### src/rtl/modgate_pkg.sv
`timescale 1ns/1ps
package modgate_pkg;

   localparam int unsigned HALF_W     = 16;
   localparam int unsigned WORD_W     = 32;
   localparam int unsigned MON_OFFSET = 32'h180;

   // new = value bits where mask set, old bits elsewhere
   function automatic logic [HALF_W-1:0] masked_merge(
      input logic [HALF_W-1:0] old_val,
      input logic [WORD_W-1:0] wword
   );
      logic [HALF_W-1:0] msk;
      msk = wword[WORD_W-1:HALF_W];
      return (old_val & ~msk) | (wword[HALF_W-1:0] & msk);
   endfunction

   function automatic bit spans_overlap(
      input int unsigned a_lo, input int unsigned a_len,
      input int unsigned b_lo, input int unsigned b_len
   );
      return (a_lo < b_lo + b_len) && (b_lo < a_lo + a_len);
   endfunction

endpackage

### src/rtl/modgate_sync.sv
`timescale 1ns/1ps
module modgate_sync #(
   parameter int unsigned W      = 16,
   parameter int unsigned STAGES = 2
) (
   input  logic         clk,
   input  logic         rst_ni,
   input  logic [W-1:0] d_i,
   output logic [W-1:0] q_o
);

   logic [W-1:0] stg [STAGES];

   always_ff @(posedge clk or negedge rst_ni) begin
      if (!rst_ni) stg[0] <= '0;
      else         stg[0] <= d_i;
   end

   for (genvar s = 1; s < STAGES; s++) begin : g_stage
      always_ff @(posedge clk or negedge rst_ni) begin
         if (!rst_ni) stg[s] <= '0;
         else         stg[s] <= stg[s-1];
      end
   end

   assign q_o = stg[STAGES-1];

endmodule

### src/rtl/modgate_mask_reg.sv
`timescale 1ns/1ps
module modgate_mask_reg
   import modgate_pkg::*;
#(
   parameter logic [HALF_W-1:0] RESET_VAL = '0
) (
   input  logic              clk,
   input  logic              rst_ni,
   input  logic              wr_i,
   input  logic [WORD_W-1:0] wdata_i,
   output logic [HALF_W-1:0] q_o
);

   always_ff @(posedge clk or negedge rst_ni) begin
      if (!rst_ni)   q_o <= RESET_VAL;
      else if (wr_i) q_o <= masked_merge(q_o, wdata_i);
   end

endmodule

### src/rtl/modgate_rst_hold.sv
`timescale 1ns/1ps
module modgate_rst_hold #(
   parameter int unsigned W         = 16,
   parameter int unsigned MIN_TICKS = 2
) (
   input  logic         clk,
   input  logic         rst_ni,
   input  logic         tick_i,
   input  logic [W-1:0] ctrl_i,
   output logic [W-1:0] rst_no
);

   localparam int unsigned CNT_W = $clog2(MIN_TICKS + 1);
   localparam logic [CNT_W-1:0] CNT_DONE = CNT_W'(MIN_TICKS);

   for (genvar b = 0; b < W; b++) begin : g_bit
      logic [CNT_W-1:0] ticks_q;

      always_ff @(posedge clk or negedge rst_ni) begin
         if (!rst_ni) begin
            ticks_q   <= '0;
            rst_no[b] <= 1'b0;
         end else if (rst_no[b]) begin
            // running: a clear control bit drops the line at once
            ticks_q   <= '0;
            rst_no[b] <= ctrl_i[b];
         end else begin
            if (tick_i && (ticks_q != CNT_DONE)) ticks_q <= ticks_q + 1'b1;
            rst_no[b] <= ctrl_i[b] && (ticks_q == CNT_DONE);
         end
      end
   end

endmodule

### src/rtl/modgate_bank.sv
`timescale 1ns/1ps
module modgate_bank
   import modgate_pkg::*;
#(
   parameter int unsigned NUM_CLK_REGS  = 2,
   parameter int unsigned NUM_RST_REGS  = 2,
   parameter int unsigned ADDR_W        = 10,
   parameter int unsigned CLK_BASE      = 32'h000,
   parameter int unsigned RST_BASE      = 32'h100,
   parameter int unsigned SYNC_STAGES   = 2,
   parameter int unsigned MIN_REF_TICKS = 2
) (
   input  logic                           clk,
   input  logic                           rst_ni,
   input  logic                           ref_clk,
   input  logic                           bus_en,
   input  logic                           bus_we,
   input  logic [ADDR_W-1:0]              bus_addr,
   input  logic [31:0]                    bus_wdata,
   output logic [31:0]                    bus_rdata,
   output logic [NUM_CLK_REGS*HALF_W-1:0] clk_en_o,
   output logic [NUM_RST_REGS*HALF_W-1:0] mod_rst_no
);

   localparam int unsigned CLK_BITS = NUM_CLK_REGS * HALF_W;
   localparam int unsigned RST_BITS = NUM_RST_REGS * HALF_W;
   localparam int unsigned CLK_SPAN = NUM_CLK_REGS * 4;
   localparam int unsigned RST_SPAN = NUM_RST_REGS * 4;
   localparam int unsigned CLK_MON  = CLK_BASE + MON_OFFSET;
   localparam int unsigned RST_MON  = RST_BASE + MON_OFFSET;
   localparam int unsigned ADDR_TOP = 1 << ADDR_W;

   // ---------------- elaboration checks ----------------
   if (SYNC_STAGES < 2) begin : g_bad_sync
      $error("modgate_bank: SYNC_STAGES must be at least 2");
   end
   if (MIN_REF_TICKS < 1) begin : g_bad_ticks
      $error("modgate_bank: MIN_REF_TICKS must be at least 1");
   end
   if (NUM_CLK_REGS < 1 || NUM_RST_REGS < 1) begin : g_bad_count
      $error("modgate_bank: register counts must be at least 1");
   end
   if ((CLK_BASE % 4) != 0 || (RST_BASE % 4) != 0) begin : g_bad_align
      $error("modgate_bank: bases must be word aligned");
   end
   if (spans_overlap(CLK_BASE, CLK_SPAN, RST_BASE, RST_SPAN) ||
       spans_overlap(CLK_BASE, CLK_SPAN, CLK_MON,  CLK_SPAN) ||
       spans_overlap(CLK_BASE, CLK_SPAN, RST_MON,  RST_SPAN) ||
       spans_overlap(RST_BASE, RST_SPAN, CLK_MON,  CLK_SPAN) ||
       spans_overlap(RST_BASE, RST_SPAN, RST_MON,  RST_SPAN) ||
       spans_overlap(CLK_MON,  CLK_SPAN, RST_MON,  RST_SPAN)) begin : g_bad_map
      $error("modgate_bank: register regions overlap");
   end
   if (CLK_MON + CLK_SPAN > ADDR_TOP || RST_MON + RST_SPAN > ADDR_TOP) begin : g_bad_width
      $error("modgate_bank: ADDR_W too narrow for the map");
   end

   // ---------------- address decode ----------------
   logic [NUM_CLK_REGS-1:0] clk_hit, clkmon_hit;
   logic [NUM_RST_REGS-1:0] rst_hit, rstmon_hit;
   logic [31:0]             addr_w;

   assign addr_w = 32'(bus_addr);

   always_comb begin
      for (int i = 0; i < NUM_CLK_REGS; i++) begin
         clk_hit[i]    = bus_en && (addr_w == CLK_BASE + 4 * i);
         clkmon_hit[i] = bus_en && (addr_w == CLK_MON + 4 * i);
      end
      for (int i = 0; i < NUM_RST_REGS; i++) begin
         rst_hit[i]    = bus_en && (addr_w == RST_BASE + 4 * i);
         rstmon_hit[i] = bus_en && (addr_w == RST_MON + 4 * i);
      end
   end

   // ---------------- control registers ----------------
   logic [RST_BITS-1:0] rst_ctrl;

   for (genvar i = 0; i < NUM_CLK_REGS; i++) begin : g_clk_reg
      modgate_mask_reg #(.RESET_VAL('0)) u_reg (
         .clk     (clk),
         .rst_ni  (rst_ni),
         .wr_i    (clk_hit[i] && bus_we),
         .wdata_i (bus_wdata),
         .q_o     (clk_en_o[i*HALF_W +: HALF_W])
      );
   end

   for (genvar i = 0; i < NUM_RST_REGS; i++) begin : g_rst_reg
      modgate_mask_reg #(.RESET_VAL('0)) u_reg (
         .clk     (clk),
         .rst_ni  (rst_ni),
         .wr_i    (rst_hit[i] && bus_we),
         .wdata_i (bus_wdata),
         .q_o     (rst_ctrl[i*HALF_W +: HALF_W])
      );
   end

   // ---------------- reference clock edge ----------------
   logic ref_sync, ref_prev, ref_tick;

   modgate_sync #(.W(1), .STAGES(SYNC_STAGES)) u_ref_sync (
      .clk    (clk),
      .rst_ni (rst_ni),
      .d_i    (ref_clk),
      .q_o    (ref_sync)
   );

   always_ff @(posedge clk or negedge rst_ni) begin
      if (!rst_ni) ref_prev <= 1'b0;
      else         ref_prev <= ref_sync;
   end

   assign ref_tick = ref_sync && !ref_prev;

   // ---------------- reset hold-off ----------------
   modgate_rst_hold #(.W(RST_BITS), .MIN_TICKS(MIN_REF_TICKS)) u_hold (
      .clk    (clk),
      .rst_ni (rst_ni),
      .tick_i (ref_tick),
      .ctrl_i (rst_ctrl),
      .rst_no (mod_rst_no)
   );

   // ---------------- monitors ----------------
   logic [CLK_BITS-1:0] clk_mon;
   logic [RST_BITS-1:0] rst_mon;

   modgate_sync #(.W(CLK_BITS), .STAGES(SYNC_STAGES)) u_clk_mon (
      .clk    (clk),
      .rst_ni (rst_ni),
      .d_i    (clk_en_o),
      .q_o    (clk_mon)
   );

   modgate_sync #(.W(RST_BITS), .STAGES(SYNC_STAGES)) u_rst_mon (
      .clk    (clk),
      .rst_ni (rst_ni),
      .d_i    (mod_rst_no),
      .q_o    (rst_mon)
   );

   // ---------------- read path ----------------
   logic [HALF_W-1:0] rd_half;

   always_comb begin
      rd_half = '0;
      for (int i = 0; i < NUM_CLK_REGS; i++) begin
         if (clk_hit[i])    rd_half = rd_half | clk_en_o[i*HALF_W +: HALF_W];
         if (clkmon_hit[i]) rd_half = rd_half | clk_mon[i*HALF_W +: HALF_W];
      end
      for (int i = 0; i < NUM_RST_REGS; i++) begin
         if (rst_hit[i])    rd_half = rd_half | rst_ctrl[i*HALF_W +: HALF_W];
         if (rstmon_hit[i]) rd_half = rd_half | rst_mon[i*HALF_W +: HALF_W];
      end
   end

   always_ff @(posedge clk or negedge rst_ni) begin
      if (!rst_ni)                bus_rdata <= '0;
      else if (bus_en && !bus_we) bus_rdata <= {{(WORD_W-HALF_W){1'b0}}, rd_half};
   end

endmodule

### config.mk
export PLATFORM = sky130hd
export DESIGN_NAME = modgate_bank
export DESIGN_NICKNAME = d
export VERILOG_FILES = /design/src/rtl/modgate_pkg.sv /design/src/rtl/modgate_sync.sv /design/src/rtl/modgate_mask_reg.sv /design/src/rtl/modgate_rst_hold.sv /design/src/rtl/modgate_bank.sv
export SDC_FILE = /design/constraint.sdc
export NUM_CORES = 1
export LEC_CHECK = 0
export BUFFER_PORTS_ARGS = -buffer_cell sky130_fd_sc_hd__buf_2
export CAP_MARGIN = 0
export CORE_MARGIN = 3
export CORE_UTILIZATION = 55
export CTS_BUF_LIST = sky130_fd_sc_hd__clkbuf_16
export CTS_CLUSTER_DIAMETER = 100
export DETAILED_ROUTE_END_ITERATION = 7
export PLACE_DENSITY = 0.75
export RECOVER_POWER = 25
export SYNTH_ARGS = -nofsm -noshare
export SYNTH_HDL_FRONTEND = slang
export SYNTH_HIERARCHICAL = 1
export SYNTH_SLANG_ARGS = --single-unit
### constraint.sdc
create_clock -name clk -period 4.4 [get_ports clk]
set_input_delay 0.88 -clock clk [delete_from_list [all_inputs] [get_ports clk]]
set_output_delay 0.88 -clock clk [all_outputs]
set_load 0.03 [all_outputs]
Word level (Yosys, flattened, before mapping)
Cells that the tools add are included.

storage, ports and cells
  flip-flop bits (word level) = 307
  bits in latches = 0
  bits in writable memories = 0
  memory bits (read-only) = 0
  output and inout bits = 96
  word-level logic and storage cells = 413
  memories = 0

cells by class
  $add $sub $neg = 32
  multiply operators = 0
  divide/modulo/power cells = 0
  magnitude comparators = 0
  equality and inequality tests = 71
  shifts and indexed selects = 0
  muxes and demuxes = 104
  bitwise operators = 17
  reductions and logical operators = 113

operator list
  kind                                                                    count
  16-bit OR                                                               11
  16-bit two-way mux                                                      8
  2-bit two-way mux                                                       64
  16-bit AND                                                              5
  1-bit logical AND                                                       78
  2-bit by 1-bit adder with 2-bit output, second input constant           32
  2-bit equality test, second input constant                              32
  2-bit != test, second input constant                                    32
  2-bit nonzero test                                                      32
  10-bit by 9-bit equality test with 1-bit output, second input constant  4
  32-bit zero test                                                        1
  1-bit two-way mux                                                       32
  10-bit equality test, second input constant                             2
  16-bit NOT                                                              1
  10-bit by 3-bit equality test with 1-bit output, second input constant  1
  1-bit zero test                                                         2

Logic depth before layout (Yosys ltp)
  word-level depth = 17
  depth in mapped cells = 10

Hierarchy
Netlist, hierarchy kept.

by module, submodules not included
  module                        times used  cells an instance  area an instance (µm²)  seq. area each (µm²)
  modgate_rst_hold              1           419                5213.8                  2402.3
  modgate_sync (u_clk_mon ...)  2           96                 1841.8                  1601.5
  modgate_mask_reg              4           50                 700.7                   400.4
  modgate_bank                  1           234                2045.7                  425.4
  modgate_sync (u_ref_sync)     1           2                  50.0                    50.0

Least setup slack after synthesis
No wires, ideal clock.

  kind = input to register
  from = input port bus_addr[3]
  to = register (tool-made name)
  library setup time = 125 ps
  arrival time = 2811 ps
  required time = 4275 ps
  setup slack = 1463 ps
  stages = 10
  path through = or4b_1 -> clkbuf_1 -> nor3_4 -> buf_2 -> nand2_1 -> nor2_1 -> buf_6 -> buf_6 -> nand2_1 -> mux2_4

RTL lines
  element             RTL line            text
  start: declaration  modgate_bank.sv:18  input logic [ADDR_W-1:0] bus_addr,

==> flow_summary.ini <==
[clock_network]
cts_root_buf = clkbuf_16
clk_latency_ns = 0.55
cts_resized = 0
cts_tree = yes
post_cts_buffers = 0
clkTransAtPathRegs_ns = 0.06
cts_buffers = 30
clock-sinks = 307
cts_htree_levels = 1
clock_path_buffers = 3
cts_hold_buf = 0

[placement]
dp.cells = 1417
place_area_um2 = 14200
gp_congestion = 0.810
dp_hpwl_um = 19400
portBuffers = 126

[yosys]
synth_compound_area_frac = 0.0534
yosysSeqAreaShare = 0.557
synth_top_cell_area_share = 0.557
ys.flop_type = dfrtp_1
syn_inst = 1047
yosys.area.top_type = dfrtp_1
synth_top_family_by_area = multiplexers
postSynthAreaPerCell_um2 = 13.2
synth.distinct_cells = 53
muxShareOfSynthArea = 0.163
synth_area_um2 = 13800
synth_fa_ha_area_frac = 0.0290
ys_ff_latch = 307
synthArstFlopShare = 1.00
synth-edff-count = 0
synthTopCellsByArea = dfrtp_1 56%, mux2_4 11%, buf_4 4.4%
synth_warnings = 6
yosys.area_share.simple = 0.128
synth-xor-area-share = 0

[floorplan]
fp-row-count = 57
start_util = 0.564
core_um2 = 24500
ios = 143
die_h_um = 164
fp.dieW_um = 164
die_area_um2 = 27000

[sta]
finalHoldViolations = 0
rsz0062_at_grt = false
tightest_slew_ns = 2.40
setup_violations = 0
slew_headroom = -0.597
period_share = 0.639
fin_skew_ns = 0.00709
fmax_ghz = 0.355
min_period_ns = 2.81
fin_hold_ws_ns = 0.340
setup_tns_ns = 0
slew_violations = 92

[route]
routed_wl_um = 28500
drt-initial-drc-count = 542
first_pass_iters = 5
viasPerCell = 5.41
drc = 0
antenna_left = 0
vias = 7947
routedWlPerCell_um = 19.4

[hold_path]
hold_depth = 0
min_from = u_rst_mon/stg[56]
hold_path_class = register to register
hold_path_end = u_rst_mon/q_o[24]

[worst_setup_path]
path_max_fanout = 20
rr_worst_depth = 4
worstSetupEndpointType = register
worst-setup-path-type = input port to register
cp.arrival_ns = 3.25
ff2ff_setup_slack_ns = 2.57
critPathLaunch = bus_addr[9]
critPathRequiredTime_ns = 4.83
worstReg2RegEnd = bus_rdata[1]
cp-start-kind = input port

[pwr]
peakVddDrop_mv = 0.319
power_density_nw_per_um2 = 497
p_leak_nw = 7.77

[final_layout]
drive_gt1_frac = 0.337
fin_area_um2 = 15100
fin_cells = 1470
insertedDiodeCount = 0
final_util = 0.617
nets = 1204
fillerInstances = 1854
area_growth_syn_to_layout_pct = 9.48

[grt]
grt.overflow.total = 0
grt_pass1_vias = 8129
grt_pass1_wl_um = 45600
grt_max_degree = 114
grtUsageTotal = 0.216
antenna_found_initial = 0

[status]
status = finished, violations left
violations = max-capacitance violations, max-slew violations

[job]
maxCapViolCount = 1
[final cells by class]
cell class	count	area [um^2]	area share
inverter	34	128	0.00845
tap	324	405	0.0268
timing repair buffer	143	783	0.0519
sequential	307	7680	0.509
clock buffer	30	751	0.0497
multi-input combinational	609	5230	0.346
clock inverter	23	121	0.00804
[synth_stat cells (all sizes together) (2+ instances only)]
cell type  count
a211oi         2
a21oi          4
a221oi         4
a22o          14
a22oi         11
a31oi         11
and2           2
and2b          2
and3           3
buf          102
clkbuf        10
dfrtp        307
ha            32
inv           34
mux2         150
mux2i         14
mux4           2
nand2         73
nand2b         3
nand4          4
nor2          79
nor2b        101
nor3           6
nor3b          3
nor4           5
o211ai         4
o21a          32
o21ai         11
o22ai          2
o32a           2
or3            2
or4b           5
[worst max path at each step]
| stage | to |
|---|---|
| floorplan | register |
| global placement | register |
| detailed placement | register |
| CTS | register |
| global route | u_hold/g_bit[25].ticks_q[0] |
| finish | register |
[through the flow]
step	total power, mW	setup slack, ns
after floorplan	4.88	1.46
after global placement	5.14	1.12
after CTS	7.56	1.64
final	7.50	1.59
after detailed placement	5.26	1.07
after global routing	7.94	1.44
[critical path, cell delays in order]
cell     delay, ns
buf_2         0.22
or4b_1        0.78
nor4_4        0.29
nor2b_2       0.45
buf_4         0.25
nand2_1       0.08
mux2_4        0.30
[cell families after synthesis]
group                    count (synthesis)
flip-flops                             307
AND/OR/NAND/NOR                        295
multiplexers                           166
buffers and inverters                  146
AO/OA/AOI/OAI                          100
adder cells (fa/ha/maj)                 32
other                                    1
[layer usage]
metal	track usage	vias to the layer above	part of all wire
met5	0	-	0
met4	0.0450	0	0.019
met3	0.0346	37	0.055
met2	0.343	229	0.48
met1	0.320	4064	0.45
li1	-	3617	-
[cell usage in the layout, fill, tap and decap left out, types with 4 or more instances in the layout]
cell / netlist / layout
mux2i_1: 14 / 14
inv_1: 34 / 40
nor2b_1: 71 / 67
a22oi_1: 11 / 11
dfrtp_1: 307 / 307
buf_2: 5 / 125
nor2_1: 79 / 77
conb_1: 1 / 16
nand2_1: 73 / 73
a31oi_1: 11 / 11
a21oi_1: 4 / 4
o21ai_1: 6 / 6
nor3_1: 5 / 5
clkinv_2: 0 / 11
ha_1: 32 / 32
o21a_1: 32 / 32
a221oi_1: 4 / 4
nor2b_2: 0 / 4
o21ai_0: 5 / 5
mux2_2: 50 / 50
mux2_4: 100 / 100
clkbuf_16: 0 / 30
a22o_1: 14 / 14
buf_4: 80 / 15
nor2b_4: 30 / 30
nand4_1: 4 / 4
[where the power goes]
group,leakage [nW],switching (mW),total [mW],internal (mW)
Clock,0.461,1.04,2.28,1.24
Sequential,4.11,0.211,3.37,3.16
Combinational,3.20,0.819,1.85,1.03
No activity file was read; power rests on OpenSTA's default activity.
